**src/rtl/iq_pkg.sv**
```systemverilog
package iq_pkg;

    typedef enum logic [1:0] {
        RSP_IDLE    = 2'd0,
        RSP_DELIVER = 2'd1,
        RSP_NOMSG   = 2'd2
    } rsp_state_e;

endpackage

```
**src/rtl/iq_store.sv**
```systemverilog
module iq_store #(
    parameter int DEPTH = 8,
    parameter int ID_W  = 4,
    parameter int PAY_W = 16,
    parameter int CNT_W = $clog2(DEPTH + 1)
) (
    input  logic             clk,
    input  logic             rst,
    input  logic             push_req,
    input  logic [ID_W-1:0]  push_id,
    input  logic [PAY_W-1:0] push_data,
    input  logic             pop_req,
    output logic [ID_W-1:0]  head_id,
    output logic [PAY_W-1:0] head_data,
    output logic [CNT_W-1:0] count,
    output logic             is_empty,
    output logic             is_full,
    output logic             overflow
);
    localparam int PTR_W = (DEPTH > 1) ? $clog2(DEPTH) : 1;
    localparam logic [PTR_W-1:0] LAST_SLOT = PTR_W'(DEPTH - 1);

    logic [ID_W-1:0]  slot_id   [DEPTH];
    logic [PAY_W-1:0] slot_data [DEPTH];
    logic [PTR_W-1:0] wr_ptr, rd_ptr;
    logic             accept, pop_ok;

    function automatic logic [PTR_W-1:0] bump(input logic [PTR_W-1:0] p);
        return (p == LAST_SLOT) ? '0 : p + 1'b1;
    endfunction

    assign is_empty = (count == '0);
    assign is_full  = (count == CNT_W'(DEPTH));
    assign accept   = push_req && !is_full;
    assign pop_ok   = pop_req && !is_empty;

    for (genvar g = 0; g < DEPTH; g++) begin : g_slot
        always_ff @(posedge clk) begin
            if (accept && (wr_ptr == PTR_W'(g))) begin
                slot_id[g]   <= push_id;
                slot_data[g] <= push_data;
            end
        end
    end

    assign head_id   = slot_id[rd_ptr];
    assign head_data = slot_data[rd_ptr];

    always_ff @(posedge clk) begin
        if (rst) begin
            wr_ptr   <= '0;
            rd_ptr   <= '0;
            count    <= '0;
            overflow <= 1'b0;
        end else begin
            if (accept) wr_ptr <= bump(wr_ptr);
            if (pop_ok) rd_ptr <= bump(rd_ptr);
            unique case ({accept, pop_ok})
                2'b10:   count <= count + 1'b1;
                2'b01:   count <= count - 1'b1;
                default: count <= count;
            endcase
            if (push_req && is_full) overflow <= 1'b1;
        end
    end

endmodule

```
**src/rtl/iq_resp_fsm.sv**
```systemverilog
module iq_resp_fsm
    import iq_pkg::*;
#(
    parameter int ID_W  = 4,
    parameter int PAY_W = 16
) (
    input  logic             clk,
    input  logic             rst,
    input  logic             next_req,
    input  logic             q_empty,
    input  logic [ID_W-1:0]  head_id,
    input  logic [PAY_W-1:0] head_data,
    output logic             pop_req,
    output logic             rsp_valid,
    output logic             rsp_no_msg,
    output logic [ID_W-1:0]  rsp_id,
    output logic [PAY_W-1:0] rsp_data
);
    rsp_state_e       state, state_nx;
    logic [ID_W-1:0]  held_id;
    logic [PAY_W-1:0] held_data;

    assign pop_req = next_req && !q_empty;

    always_comb begin
        if (!next_req)    state_nx = RSP_IDLE;
        else if (q_empty) state_nx = RSP_NOMSG;
        else              state_nx = RSP_DELIVER;
    end

    always_ff @(posedge clk) begin
        if (rst) begin
            state     <= RSP_IDLE;
            held_id   <= '0;
            held_data <= '0;
        end else begin
            state <= state_nx;
            if (pop_req) begin
                held_id   <= head_id;
                held_data <= head_data;
            end
        end
    end

    always_comb begin
        rsp_valid  = 1'b0;
        rsp_no_msg = 1'b0;
        rsp_id     = '0;
        rsp_data   = '0;
        unique case (state)
            RSP_IDLE: ;
            RSP_DELIVER: begin
                rsp_valid = 1'b1;
                rsp_id    = held_id;
                rsp_data  = held_data;
            end
            RSP_NOMSG: rsp_no_msg = 1'b1;
            default: ;
        endcase
    end

endmodule

```
**src/rtl/iq_fwd.sv**
```systemverilog
module iq_fwd #(
    parameter int NUM_CHILD = 2,
    parameter int CHILD_W   = 1,
    parameter int ID_W      = 4,
    parameter int PAY_W     = 16
) (
    input  logic               clk,
    input  logic               rst,
    input  logic               fwd_req,
    input  logic [CHILD_W-1:0] child,
    input  logic [ID_W-1:0]    id,
    input  logic [PAY_W-1:0]   data,
    output logic               fwd_valid,
    output logic [CHILD_W-1:0] fwd_child,
    output logic [ID_W-1:0]    fwd_id,
    output logic [PAY_W-1:0]   fwd_data
);
    localparam logic [CHILD_W:0] CHILD_LIMIT = (CHILD_W + 1)'(NUM_CHILD);

    logic in_range;
    assign in_range = ({1'b0, child} < CHILD_LIMIT);

    always_ff @(posedge clk) begin
        if (rst) begin
            fwd_valid <= 1'b0;
            fwd_child <= '0;
            fwd_id    <= '0;
            fwd_data  <= '0;
        end else begin
            fwd_valid <= fwd_req && in_range;
            if (fwd_req && in_range) begin
                fwd_child <= child;
                fwd_id    <= id;
                fwd_data  <= data;
            end
        end
    end

endmodule

```
**src/rtl/interaction_queue.sv**
```systemverilog
module interaction_queue #(
    parameter int DEPTH     = 8,
    parameter int ID_W      = 4,
    parameter int PAY_W     = 16,
    parameter int NUM_CHILD = 2,
    parameter int CHILD_W   = (NUM_CHILD > 2) ? $clog2(NUM_CHILD) : 1
) (
    input  logic               clk,
    input  logic               rst,
    input  logic               push_valid,
    input  logic               push_fwd,
    input  logic [CHILD_W-1:0] push_child,
    input  logic [ID_W-1:0]    push_id,
    input  logic [PAY_W-1:0]   push_data,
    input  logic               next_req,
    output logic               rsp_valid,
    output logic               rsp_no_msg,
    output logic [ID_W-1:0]    rsp_id,
    output logic [PAY_W-1:0]   rsp_data,
    output logic               empty,
    output logic               full,
    output logic               overflow,
    output logic               fwd_valid,
    output logic [CHILD_W-1:0] fwd_child,
    output logic [ID_W-1:0]    fwd_id,
    output logic [PAY_W-1:0]   fwd_data
);
    localparam int CNT_W = $clog2(DEPTH + 1);

    logic             push_local, push_remote, pop_req;
    logic [ID_W-1:0]  head_id;
    logic [PAY_W-1:0] head_data;
    logic [CNT_W-1:0] count;

    assign push_local  = push_valid && !push_fwd;
    assign push_remote = push_valid && push_fwd;

    iq_store #(.DEPTH(DEPTH), .ID_W(ID_W), .PAY_W(PAY_W), .CNT_W(CNT_W)) u_store (
        .clk(clk), .rst(rst),
        .push_req(push_local), .push_id(push_id), .push_data(push_data),
        .pop_req(pop_req),
        .head_id(head_id), .head_data(head_data), .count(count),
        .is_empty(empty), .is_full(full), .overflow(overflow)
    );

    iq_resp_fsm #(.ID_W(ID_W), .PAY_W(PAY_W)) u_fsm (
        .clk(clk), .rst(rst),
        .next_req(next_req), .q_empty(empty),
        .head_id(head_id), .head_data(head_data),
        .pop_req(pop_req),
        .rsp_valid(rsp_valid), .rsp_no_msg(rsp_no_msg),
        .rsp_id(rsp_id), .rsp_data(rsp_data)
    );

    iq_fwd #(.NUM_CHILD(NUM_CHILD), .CHILD_W(CHILD_W), .ID_W(ID_W), .PAY_W(PAY_W)) u_fwd (
        .clk(clk), .rst(rst),
        .fwd_req(push_remote), .child(push_child), .id(push_id), .data(push_data),
        .fwd_valid(fwd_valid), .fwd_child(fwd_child),
        .fwd_id(fwd_id), .fwd_data(fwd_data)
    );

endmodule

```
**config.mk**
```make
export PLATFORM = sky130hd
export DESIGN_NAME = interaction_queue
export DESIGN_NICKNAME = d
export VERILOG_FILES = /design/src/rtl/iq_pkg.sv /design/src/rtl/iq_store.sv /design/src/rtl/iq_resp_fsm.sv /design/src/rtl/iq_fwd.sv /design/src/rtl/interaction_queue.sv
export SDC_FILE = /design/constraint.sdc
export NUM_CORES = 1
export LEC_CHECK = 0
export ABC_AREA = 1
export CAP_MARGIN = 20
export CORE_MARGIN = 2
export CORE_UTILIZATION = 55
export DETAILED_ROUTE_END_ITERATION = 8
export DONT_BUFFER_PORTS = 1
export PLACE_DENSITY = 0.78
export SLEW_MARGIN = 25
export SYNTH_ARGS = -nofsm -noshare
export SYNTH_HDL_FRONTEND = slang
export SYNTH_SLANG_ARGS = --single-unit
```
**constraint.sdc**
```tcl
create_clock -name clk -period 2.6 [get_ports clk]
set_input_delay 0.26 -clock clk [delete_from_list [all_inputs] [get_ports clk]]
set_output_delay 0.26 -clock clk [all_outputs]
set_load 0.01 [all_outputs]
```
==> results of run 1 <==
-- synthesized netlist by cell type (all sizes together) (2+ instances only) --
| cell | number | area [um^2] |
|---|---|---|
| nor3 | 7 | 35.0 |
| buf | 37 | 235 |
| dfxtp | 55 | 1100 |
| edfxtp | 160 | 4800 |
| nand2 | 279 | 1060 |
| a211oi | 3 | 22.5 |
| inv | 169 | 642 |
| a21oi | 50 | 250 |
| o21ai | 2 | 10.0 |
| nor2 | 34 | 130 |
| nand3 | 127 | 641 |
| ha | 11 | 138 |
| clkbuf | 10 | 37.5 |
| xnor2 | 2 | 17.5 |
-- layout make-up --
type | count | area share [%]
clock buffer | 32 | 6.25
timing repair buffer | 45 | 4.00
tap | 220 | 2.65
multi-input combinational | 516 | 22.6
sequential | 215 | 56.9
clock inverter | 9 | 1.47
inverter | 169 | 6.18
-- path summary, 6_finish.rpt --
check | slack (ns) | end | startpoint
max | 0.44 | u_store.count[2] | u_store.count[1]
max reg2reg | 0.44 | u_store.count[2] | u_store.count[1]
min reg2reg | 0.46 | u_fsm.held_id[2] | u_fsm.held_id[2]
min | 0.03 | u_store.overflow | push_valid
-- cells by family after synthesis --
| logic type | Yosys count | share of synthesized area, % |
|---|---|---|
| AO/OA/AOI/OAI | 55 | 3.10 |
| XOR/XNOR | 3 | 0.288 |
| adder cells (fa/ha/maj) | 11 | 1.51 |
| buffers and inverters | 216 | 10.0 |
| flip-flops | 215 | 64.7 |
| AND/OR/NAND/NOR | 447 | 20.4 |
-- metrics by stage --
step	cells	utilization [%]	setup slack [ns]	power (uW)	cell area, um^2
2_1_floorplan	947	-	-0.00674	5900	9130
3_3_place_gp	1141	56.8	0.613	6290	9330
3_5_place_dp	1141	56.8	0.491	6360	9330
4_1_cts	1206	63.3	0.470	9830	10400
5_1_grt	1206	63.3	0.282	10300	10400
6_report	1206	63.3	0.445	9810	10400
-- tightest hold or removal path, stage by stage --
cell and delay [ns]:
inv_1 0.03, nor2_1 0.07, nand2_1 0.07, a21oi_1 0.05
-- power groups by stage --
stage	logic [uW]	registers, uW	clock network, uW
5_1_grt	2570	4130	3590
3_5_place_dp	2180	4180	0
2_1_floorplan	1760	4140	0
6_report	2300	4110	3400
3_3_place_gp	2120	4170	0
4_1_cts	2280	4100	3450
-- registers in the layout, summed over array words and instances (netlist names), 2 cells and up --
signal	count
u_fsm.held_data	16
u_fsm.held_id	4
u_fsm.state	2
u_fwd.fwd_data	16
u_fwd.fwd_id	4
u_store.count	4
u_store.rd_ptr	3
u_store.slot_data	128
u_store.slot_id	32
u_store.wr_ptr	3
-- timing repair --
action	4_1_cts	5_1_grt
hold buffers	24	0
setup buffers	0	0
hold endpoints to repair	215	0
-- per-layer routing --
layer  up-vias  share of wire [%]  global-route usage [%]
li1       3062                  -                       -
met5         -                  0                       0
met1      2977                 42                    31.2
met4         0                3.0                    7.95
met3        41                6.9                    3.37
met2       265                 48                    37.6
==> flow_summary_export.csv, run 1 <==
group,metric,value,unit
run_status,outcome,"finished, final reports clean",
die,fp.dieH,133,um
grt,gr-total-overflow,0,
timing,post-route-period-util,82.9,%
clock_tree,h-tree-depth,1,
die,top_level_ports,73,
yosys,syn_nets,984,
power_and_ir_drop,ir_drop,0.642,mV
power_and_ir_drop,p_per_area,944,nW/um^2
final_layout,nets,1007,
setup_path,worstPathRequired,2.99,ns
die,rows,47,
route,firstDrtPassIters,5,
route,wl_per_cell,16.5,um
yosys,synth_edf_count,160,
power_and_ir_drop,power_frac_clock,34.7,%
grt,track_usage,22.8,%
grt,grt_pass1_wl,31700,um
clock_tree,clk_pin_slew,0.06,ns
yosys,syn_area_per_cell,9.64,um^2
timing,max_slew.worst_pin.slew,0.959,ns
route,vias,6345,
power_and_ir_drop,leakage,0.00432,uW
yosys,ys.flop_type,"edfxtp_1",
route,drtIter0Drc,628,
clock_tree,numCtsBuffers,23,
setup_path,path_buf_inv,3,
setup_path,cp-start-kind,"register",
power_and_ir_drop,p_sw,3030,uW
setup_path,cp-end-kind,"register",
clock_tree,ctsResizeCount,0,
worst_hold_path,hp-class,"in2reg",
timing,finalCriticalPeriod,2.16,ns
grt,first_global_vias,6269,
timing,final-setup-viol-count,0,
yosys,syn_inst,947,
power_and_ir_drop,sequentialPowerShare,41.9,%
route,viasPerCell,5.26,
setup_path,path_cells,"nor2_2 > nand3_2 > nand2_4 > inv_4 > ha_1 > nand2_1 > inv_1 > nor2_1 > ha_1 > a21oi_1 > xnor2_1 > o21ai_0 > inv_1",
yosys,synth_cell_types,25,
die,core-area,16400,um^2
setup_path,crit_slowest_cell,"dfxtp_1",
yosys,ys_seq_area_share,64.7,%
timing,hold_slack,0.0257,ns
clock_tree,cts_tree,"yes",
final_layout,nFillCells,1220,
power_and_ir_drop,power.internal,6780,uW
power_and_ir_drop,switching_share,30.9,%
die,fp.dieArea,17600,um^2
final_layout,seq_area,5910,um^2
final_layout,drive_gt1_share,7.40,%
grt,antenna_found_initial,0,
placed_design,gp_congestion,0.787,
route,wirelength,19900,um
setup_path,crit_arrival,2.55,ns
die,die_width,133,um
yosys,async_reset_ff_share,0,%
setup_path,reg2regPathDepth,13,
grt,grt_max_degree,82,
final_layout,layout_commonest_cell,"nand2_1",
placed_design,port_buffers,0,
timing,finClkSkew,0.00728,ns
final_layout,diodes,0,
yosys,netlist_area,9130,um^2
worst_hold_path,timing.hold.worst_path_depth,4,
setup_path,path_max_fanout,24,
clock_tree,insertion_delay,0.50,ns
setup_path,critPathKind,"reg2reg",
clock_tree,cts.sinks,215,
final_layout,area_delta_synth_final,13.8,%
route,ant_nets,0,
die,start_util,55.6,%
timing,maxSlewViolCount,0,
timing,fin_tns_setup,0,ns
final_layout,layout_common_cells,"nand2_1, inv_1, edfxtp_1",
clock_tree,cts-root-buf,"clkbuf_16",
timing,max_slew_margin,36.0,%
flow_run,drv_cap,0,
route,drc_errors,0,
setup_path,max_stage_delay,0.41,ns
timing,hold_violations,0,
setup_path,cp.depth,13,
power_and_ir_drop,pwr-share-comb,23.4,%
setup_path,crit_family,"adder cells",
placed_design,hpwl,11100,um
clock_tree,ctsLongestPathBuffers,3,
yosys,yosysWarnings,0,
final_layout,multi_input_area,2340,um^2
yosys,ys_ff_latch,215,
timing,fmax,464,MHz
timing,rsz0062_at_grt,"no",
(Power assumes the default switching activity.)
==> run 2, diff against run 1 <==
--- a/config.mk
+++ b/config.mk
@@ -5,7 +5,7 @@
 export SDC_FILE = /design/constraint.sdc
 export NUM_CORES = 1
 export LEC_CHECK = 0
-export ABC_AREA = 1
+export ABC_AREA = 0
 export CAP_MARGIN = 20
 export CORE_MARGIN = 2
 export CORE_UTILIZATION = 55
==> constraint.sdc (replaced) <==
create_clock -name clk -period 1.8 [get_ports clk]
set_input_delay 0.18 -clock clk [delete_from_list [all_inputs] [get_ports clk]]
set_output_delay 0.18 -clock clk [all_outputs]
set_load 0.01 [all_outputs]
==> run 2 against run 1 <==
Against the previous run: the flow now finishes with violations (hold timing, setup timing); clock power up 29%; worst setup slack worse by 0.91 ns; sequential share of layout area down 1.4 points; combinational power up 81%; sequential power up 44%; worst hold slack worse by 0.27 ns; largest power group unchanged.
==> flow_summary_export.csv, run 2 <==
group,metric,value,unit
grt,grt_pass1_wl,27600,um
route,drtIter0Drc,424,
route,vias,4726,
timing,max_slew.worst_pin.slew,0.328,ns
final_layout,top_regs,"u_store.slot_data (128), u_store.slot_id (32)",
worst_hold_path,hp-start,"rst",
timing,finalCriticalPeriod,2.27,ns
run_status,violations,"hold timing, setup timing",
flow_run,drv_cap,0,
timing,fin_tns_setup,-3.40,ns
die,core-area,14600,um^2
die,start_util,56.7,%
setup_path,path_cells,"or4_4 > nand2_4 > inv_6 > ha_4 > xor2_4 > ha_4 > a21oi_4 > xor2_1 > or3_1 > a21oi_1",
clock_tree,h-tree-depth,1,
timing,maxSlewViolCount,0,
placed_design,dp_slack,-0.543,ns
yosys,synth_edf_count,160,
yosys,yosys.area.top_type,"edfxtp_1",
yosys,synth_common_cells,"edfxtp_1, dfxtp_1, nand2_1, mux4_2, a21oi_1",
timing,max_slew_margin,78.1,%
worst_hold_path,timing.hold.worst_path_depth,1,
die,fp.dieArea,16100,um^2
yosys,yosysTopAreaCellShare,57.8,%
yosys,syn_inst,507,
yosys,syn_nets,544,
power_and_ir_drop,ir_drop,0.730,mV
die,fp.dieH,127,um
clock_tree,holdBufCountCts,44,
final_layout,layout_commonest_cell,"edfxtp_1",
yosys,yosysWarnings,0,
final_layout,largest_register_ffs,128,
setup_path,max_stage_delay,0.56,ns
yosys,synth_compound_gate_area_share,3.71,%
yosys,ys_top_cells_by_area,"edfxtp_1, dfxtp_1, mux4_2",
placed_design,gp_congestion,0.718,
timing,finClkSkew,0.00786,ns
yosys,synth_adder_area_share,1.66,%
route,viasPerCell,5.92,
power_and_ir_drop,p_per_area,1360,nW/um^2
yosys,synth_most_common_cell,"edfxtp_1",
setup_path,cp-end-kind,"register",
die,rows,44,
yosys,async_reset_ff_share,0,%
die,die_width,127,um
power_and_ir_drop,finalPower,14500,uW
timing,hold_slack,-0.242,ns
clock_tree,cts-root-buf,"clkbuf_16",
final_layout,area_delta_synth_final,28.2,%
route,firstDrtPassIters,5,
worst_hold_path,hp-class,"in2reg",
route,drc_errors,0,
setup_path,r2r_end,"u_store.count[2]",
yosys,muxShareOfSynthArea,11.1,%
timing,final-setup-viol-count,23,
yosys,synth-simple-area-share,9.76,%
yosys,netlist_area,8310,um^2
grt,grt_max_degree,57,
setup_path,cp_common_cell,"ha_4",
route,wl_per_cell,23.1,um
die,top_level_ports,73,
setup_path,cp-start-kind,"register",
final_layout,layout_common_cells,"edfxtp_1, dfxtp_1, nand2_1",
clock_tree,numCtsBuffers,22,
final_layout,drive_gt1_share,32.1,%
route,wirelength,18400,um
yosys,ys.flop_type,"edfxtp_1",
setup_path,critPathKind,"reg2reg",
setup_path,r2r_start,"u_store.count[2]",
setup_path,r2r_slack,-0.47,ns
setup_path,crit_arrival,2.69,ns
yosys,ys_seq_area_share,71.1,%
grt,track_usage,22.5,%
grt,gr-total-overflow,0,
setup_path,path_max_fanout,4,
yosys,syn_area_per_cell,16.4,um^2
placed_design,hpwl,10500,um
final_layout,regMostFlops,"u_store.slot_data",
yosys,synth_xor_area_share,0.316,%
yosys,synth_top_family_by_area,"multiplexers",
worst_hold_path,holdPathEnd,"u_store.overflow",
timing,fmax,441,MHz
final_layout,diodes,0,
setup_path,reg2regPathDepth,10,
setup_path,worstPathRequired,2.22,ns
clock_tree,clk_pin_slew,0.06,ns
clock_tree,cts.sinks,215,
timing,post-route-period-util,126,%
yosys,ys_ff_latch,215,
timing,rsz0062_at_grt,"yes",
final_layout,nets,635,
yosys,synth_cell_types,35,
setup_path,crit_slowest_cell,"or4_4",
run_status,outcome,"complete, but fails checks",
timing,setup_slack,-0.469,ns
clock_tree,cts_tree,"yes",
power_and_ir_drop,leakage,0.00359,uW
route,ant_nets,0,
clock_tree,ctsLongestPathBuffers,3,
grt,first_global_vias,4962,
grt,antenna_found_initial,0,
timing,hold_violations,32,
final_layout,instances_no_fill,798,
placed_design,dp_cells,704,
clock_tree,insertion_delay,0.49,ns
placed_design,port_buffers,0,
-- run 2: changes by cell type after synthesis, moves of 19 or more --
cell and delta:
a21oi_1 -22, and2_1 +23, inv_1 -160, mux4_2 +40, nand2_1 -226, nand3_1 -126, nor3_2 +20, o22ai_1 +19
-- run 2: timing repair --
action / in CTS / in global routing
endpoints found under the setup margin: 75 / 136
gates cloned: 0 / 1
setup buffers: 1 / 8
pin swaps: 4 / 18
hold endpoints to repair: 215 / 32
gates resized for setup: 9 / 57
-- run 2: cell type report --
cell class                      count  area (um^2)
Inverter                            7         31.3
Clock buffer                       31          636
Multi-Input combinational cell    255         2610
Clock inverter                      9         73.8
Fill cell                         835         4000
Tap cell                          184          230
Sequential cell                   215         5910
Timing Repair Buffer               97         1150
-- run 2: worst max-delay path by stage --
stage / start / end / slack, ns / depth (start not counted)
floorplan: u_store.count[1] / u_store.count[3] / -0.68 / 11
global placement: u_store.count[1] / u_store.count[2] / -0.37 / 10
detailed placement: u_store.count[1] / u_store.count[3] / -0.54 / 10
CTS: u_store.count[2] / u_store.count[2] / -0.44 / 10
global route: u_store.count[2] / u_store.count[2] / -0.56 / 10
finish: u_store.count[2] / u_store.count[2] / -0.47 / 10
-- run 2: critical path, delay by kind of cell (launching register included) --
| kind | cells | cell delay [ns] |
|---|---|---|
| XOR/XNOR | 2 | 0.25 |
| AO/OA/AOI/OAI | 2 | 0.25 |
| AND/OR/NAND/NOR | 3 | 0.96 |
| flip-flops | 1 | 0.34 |
| buffers and inverters | 1 | 0.05 |
| adder cells (fa/ha/maj) | 2 | 0.35 |
-- run 2: through the flow --
step | instance area [um^2] | utilization, % | hold slack (ns)
after floorplan | 8410 | - | 0.279
after global placement | 9020 | 61.6 | 0.257
after detailed placement | 9020 | 61.6 | 0.258
after CTS | 10200 | 69.8 | -0.260
after global routing | 10600 | 72.7 | -0.259
final | 10600 | 72.7 | -0.242
-- run 2: report_power, final --
group,leakage (uW),switching [uW],internal [uW],total (uW)
Combinational,0.00135,2120,2050,4170
Sequential,0.00190,209,5710,5920
Clock,0.000348,1790,2610,4390
-- run 2: cell families (layout without fill, tap and decap cells) --
logic type                 after synthesis  count (layout)
DFF                                    215             215
adders and majority gates               11              11
and+or+nand+nor                        144             145
buffers and inverters                   38             144
muxes                                   42              42
AOI/OAI and AO/OA                       54              54
xor gates and xnor gates                 3               3
-- run 2: routing by layer --
metal	global-route usage [%]	vias to the layer above	share of wire [%]
met3	4.01	34	5.9
met4	6.66	0	1.8
met2	36.9	186	51
li1	-	2106	-
met5	0	-	0
met1	31.5	2400	41
==> run 3, diff against run 2 <==
--- a/config.mk
+++ b/config.mk
@@ -9,6 +9,7 @@
 export CAP_MARGIN = 20
 export CORE_MARGIN = 2
 export CORE_UTILIZATION = 55
+export CTS_BUF_LIST = sky130_fd_sc_hd__clkbuf_4
 export DETAILED_ROUTE_END_ITERATION = 8
 export DONT_BUFFER_PORTS = 1
 export PLACE_DENSITY = 0.78
==> run 3 against run 2 <==
Against the previous run: the flow still finishes with violations (hold timing, setup timing); fmax about the same; core utilization down 2.3 points; clock skew up 0.022 ns; total power down 8.0%; critical path type unchanged; critical endpoint unchanged; highest routed layer unchanged.
==> flow_summary_export.csv, run 3 (same netlist as run 2, synthesis figures left out) <==
group,metric,value,unit
run_status,outcome,"complete, but fails checks",
run_status,violations,"hold timing, setup timing",
die,core-area,14600,um^2
timing,setup_slack,-0.470,ns
setup_path,reg2regPathDepth,10,
grt,grt_pass1_wl,28500,um
clock_tree,cts_tree,"yes",
setup_path,crit_arrival,2.85,ns
timing,fin_tns_setup,-2.51,ns
route,drtIter0Drc,380,
placed_design,dp_cells,704,
clock_tree,h-tree-depth,2,
worst_hold_path,hp-class,"in2reg",
grt,track_usage,23.6,%
placed_design,hpwl,10500,um
power_and_ir_drop,p_per_area,1290,nW/um^2
final_layout,area_delta_synth_final,24.1,%
timing,fmax,440,MHz
flow_run,drv_cap,0,
grt,gr-total-overflow,0,
clock_tree,cts-root-buf,"clkbuf_4",
final_layout,drive_gt1_share,34.0,%
placed_design,gp_congestion,0.718,
setup_path,path_max_fanout,4,
power_and_ir_drop,leakage,0.00363,uW
final_layout,regMostFlops,"u_store.slot_data",
timing,rsz0062_at_grt,"yes",
setup_path,cp-start-kind,"register",
final_layout,instances_no_fill,854,
route,wl_per_cell,21.6,um
grt,antenna_found_initial,0,
power_and_ir_drop,finalPower,13300,uW
timing,hold_slack,-0.0628,ns
setup_path,worstPathRequired,2.38,ns
route,ant_nets,0,
setup_path,critPathKind,"reg2reg",
clock_tree,ctsLongestPathBuffers,3,
die,fp.dieH,127,um
timing,max_slew_margin,76.2,%
route,firstDrtPassIters,4,
final_layout,finish.utilization,70.4,%
timing,max_slew.worst_pin.slew,0.357,ns
clock_tree,clk_pin_slew,0.07,ns
timing,finClkSkew,0.0301,ns
final_layout,top_regs,"u_store.slot_data (128), u_store.slot_id (32)",
route,viasPerCell,5.77,
die,fp.dieArea,16100,um^2
clock_tree,cts.sinks,215,
die,top_level_ports,73,
power_and_ir_drop,ir_drop,0.680,mV
timing,hold_violations,3,
grt,first_global_vias,5240,
final_layout,largest_register_ffs,128,
route,drc_errors,0,
clock_tree,numCtsBuffers,52,
final_layout,diodes,0,
worst_hold_path,timing.hold.worst_path_depth,4,
timing,post-route-period-util,126,%
route,wirelength,18500,um
clock_tree,insertion_delay,0.65,ns
timing,final-setup-viol-count,26,
timing,maxSlewViolCount,0,
placed_design,port_buffers,0,
setup_path,cp-end-kind,"register",
final_layout,nets,664,
die,rows,44,
die,die_width,127,um
grt,grt_max_degree,57,
final_layout,layout_commonest_cell,"edfxtp_1",
timing,finalCriticalPeriod,2.27,ns
final_layout,layout_common_cells,"edfxtp_1, clkbuf_4, dfxtp_1",
die,start_util,56.7,%
route,vias,4929,
-- run 3: cell count changes in the layout (fill, tap and decap cells not counted), sizes merged --
cell         before  now
clkinvlp          1    0
dlygate4sd3      44   47
inv               7    9
clkbuf           31   83
bufinv            1    0
buf              53   49
clkinv            7   12
-- run 3: timing repair --
action | in CTS | in global routing
buffers inserted | 2 | 2
setup endpoints to repair | 70 | 67
endpoints found under the hold margin | 215 | 31
resized for setup | 14 | 3
hold buffers | 45 | 3
cloned | 1 | 0
pin swaps | 5 | 4
-- run 3: per-stage QoR --
stage	instance area [um^2]	setup WS, ns
floorplan	8410	-0.682
global placement	9020	-0.369
detailed placement	9020	-0.543
CTS	10200	-0.455
global route	10300	-0.546
finish	10300	-0.470
-- run 3: worst max-delay path: stages (launching register included) --
cell     delay, ns
dfxtp_2       0.34
or4_4         0.53
nand2_4       0.10
inv_6         0.05
ha_4          0.17
xor2_2        0.14
ha_2          0.19
a21oi_2       0.14
xor2_1        0.09
or3_1         0.32
a21oi_2       0.13
-- run 3: area by class of cell --
class                   count  area, um^2
inverters                   7        31.3
well taps                 184         230
repair buffers             96        1120
fillers                   927        4340
clock buffers              83         623
multi-input cells         255        2330
clock inverters            14        53.8
flip-flops and latches    215        5910
-- run 3: power breakdown --
group          switching (uW)  leakage [uW]  total [uW]  internal (uW)
Combinational            1750       0.00132        3460           1720
Clock                    1860      0.000412        3950           2090
Sequential                206       0.00190        5910           5710
Total                    3810       0.00363       13300           9520
-- run 3: routing by layer --
metal	GRT usage [%]	up-vias	part of all wire, %
met5	0	-	0
met2	39.6	198	51
met4	8.27	0	2.3
met3	5.74	36	6.4
met1	30.3	2494	40
li1	-	2201	-
-- run 3: final timing paths --
kind	from	endpoint	slack, ns
min reg2reg	u_fsm.held_id[1]	u_fsm.held_id[1]	0.49
min	push_fwd	u_store.wr_ptr[1]	-0.06
max reg2reg	u_store.count[1]	u_store.count[2]	-0.47
max	u_store.count[1]	u_store.count[2]	-0.47
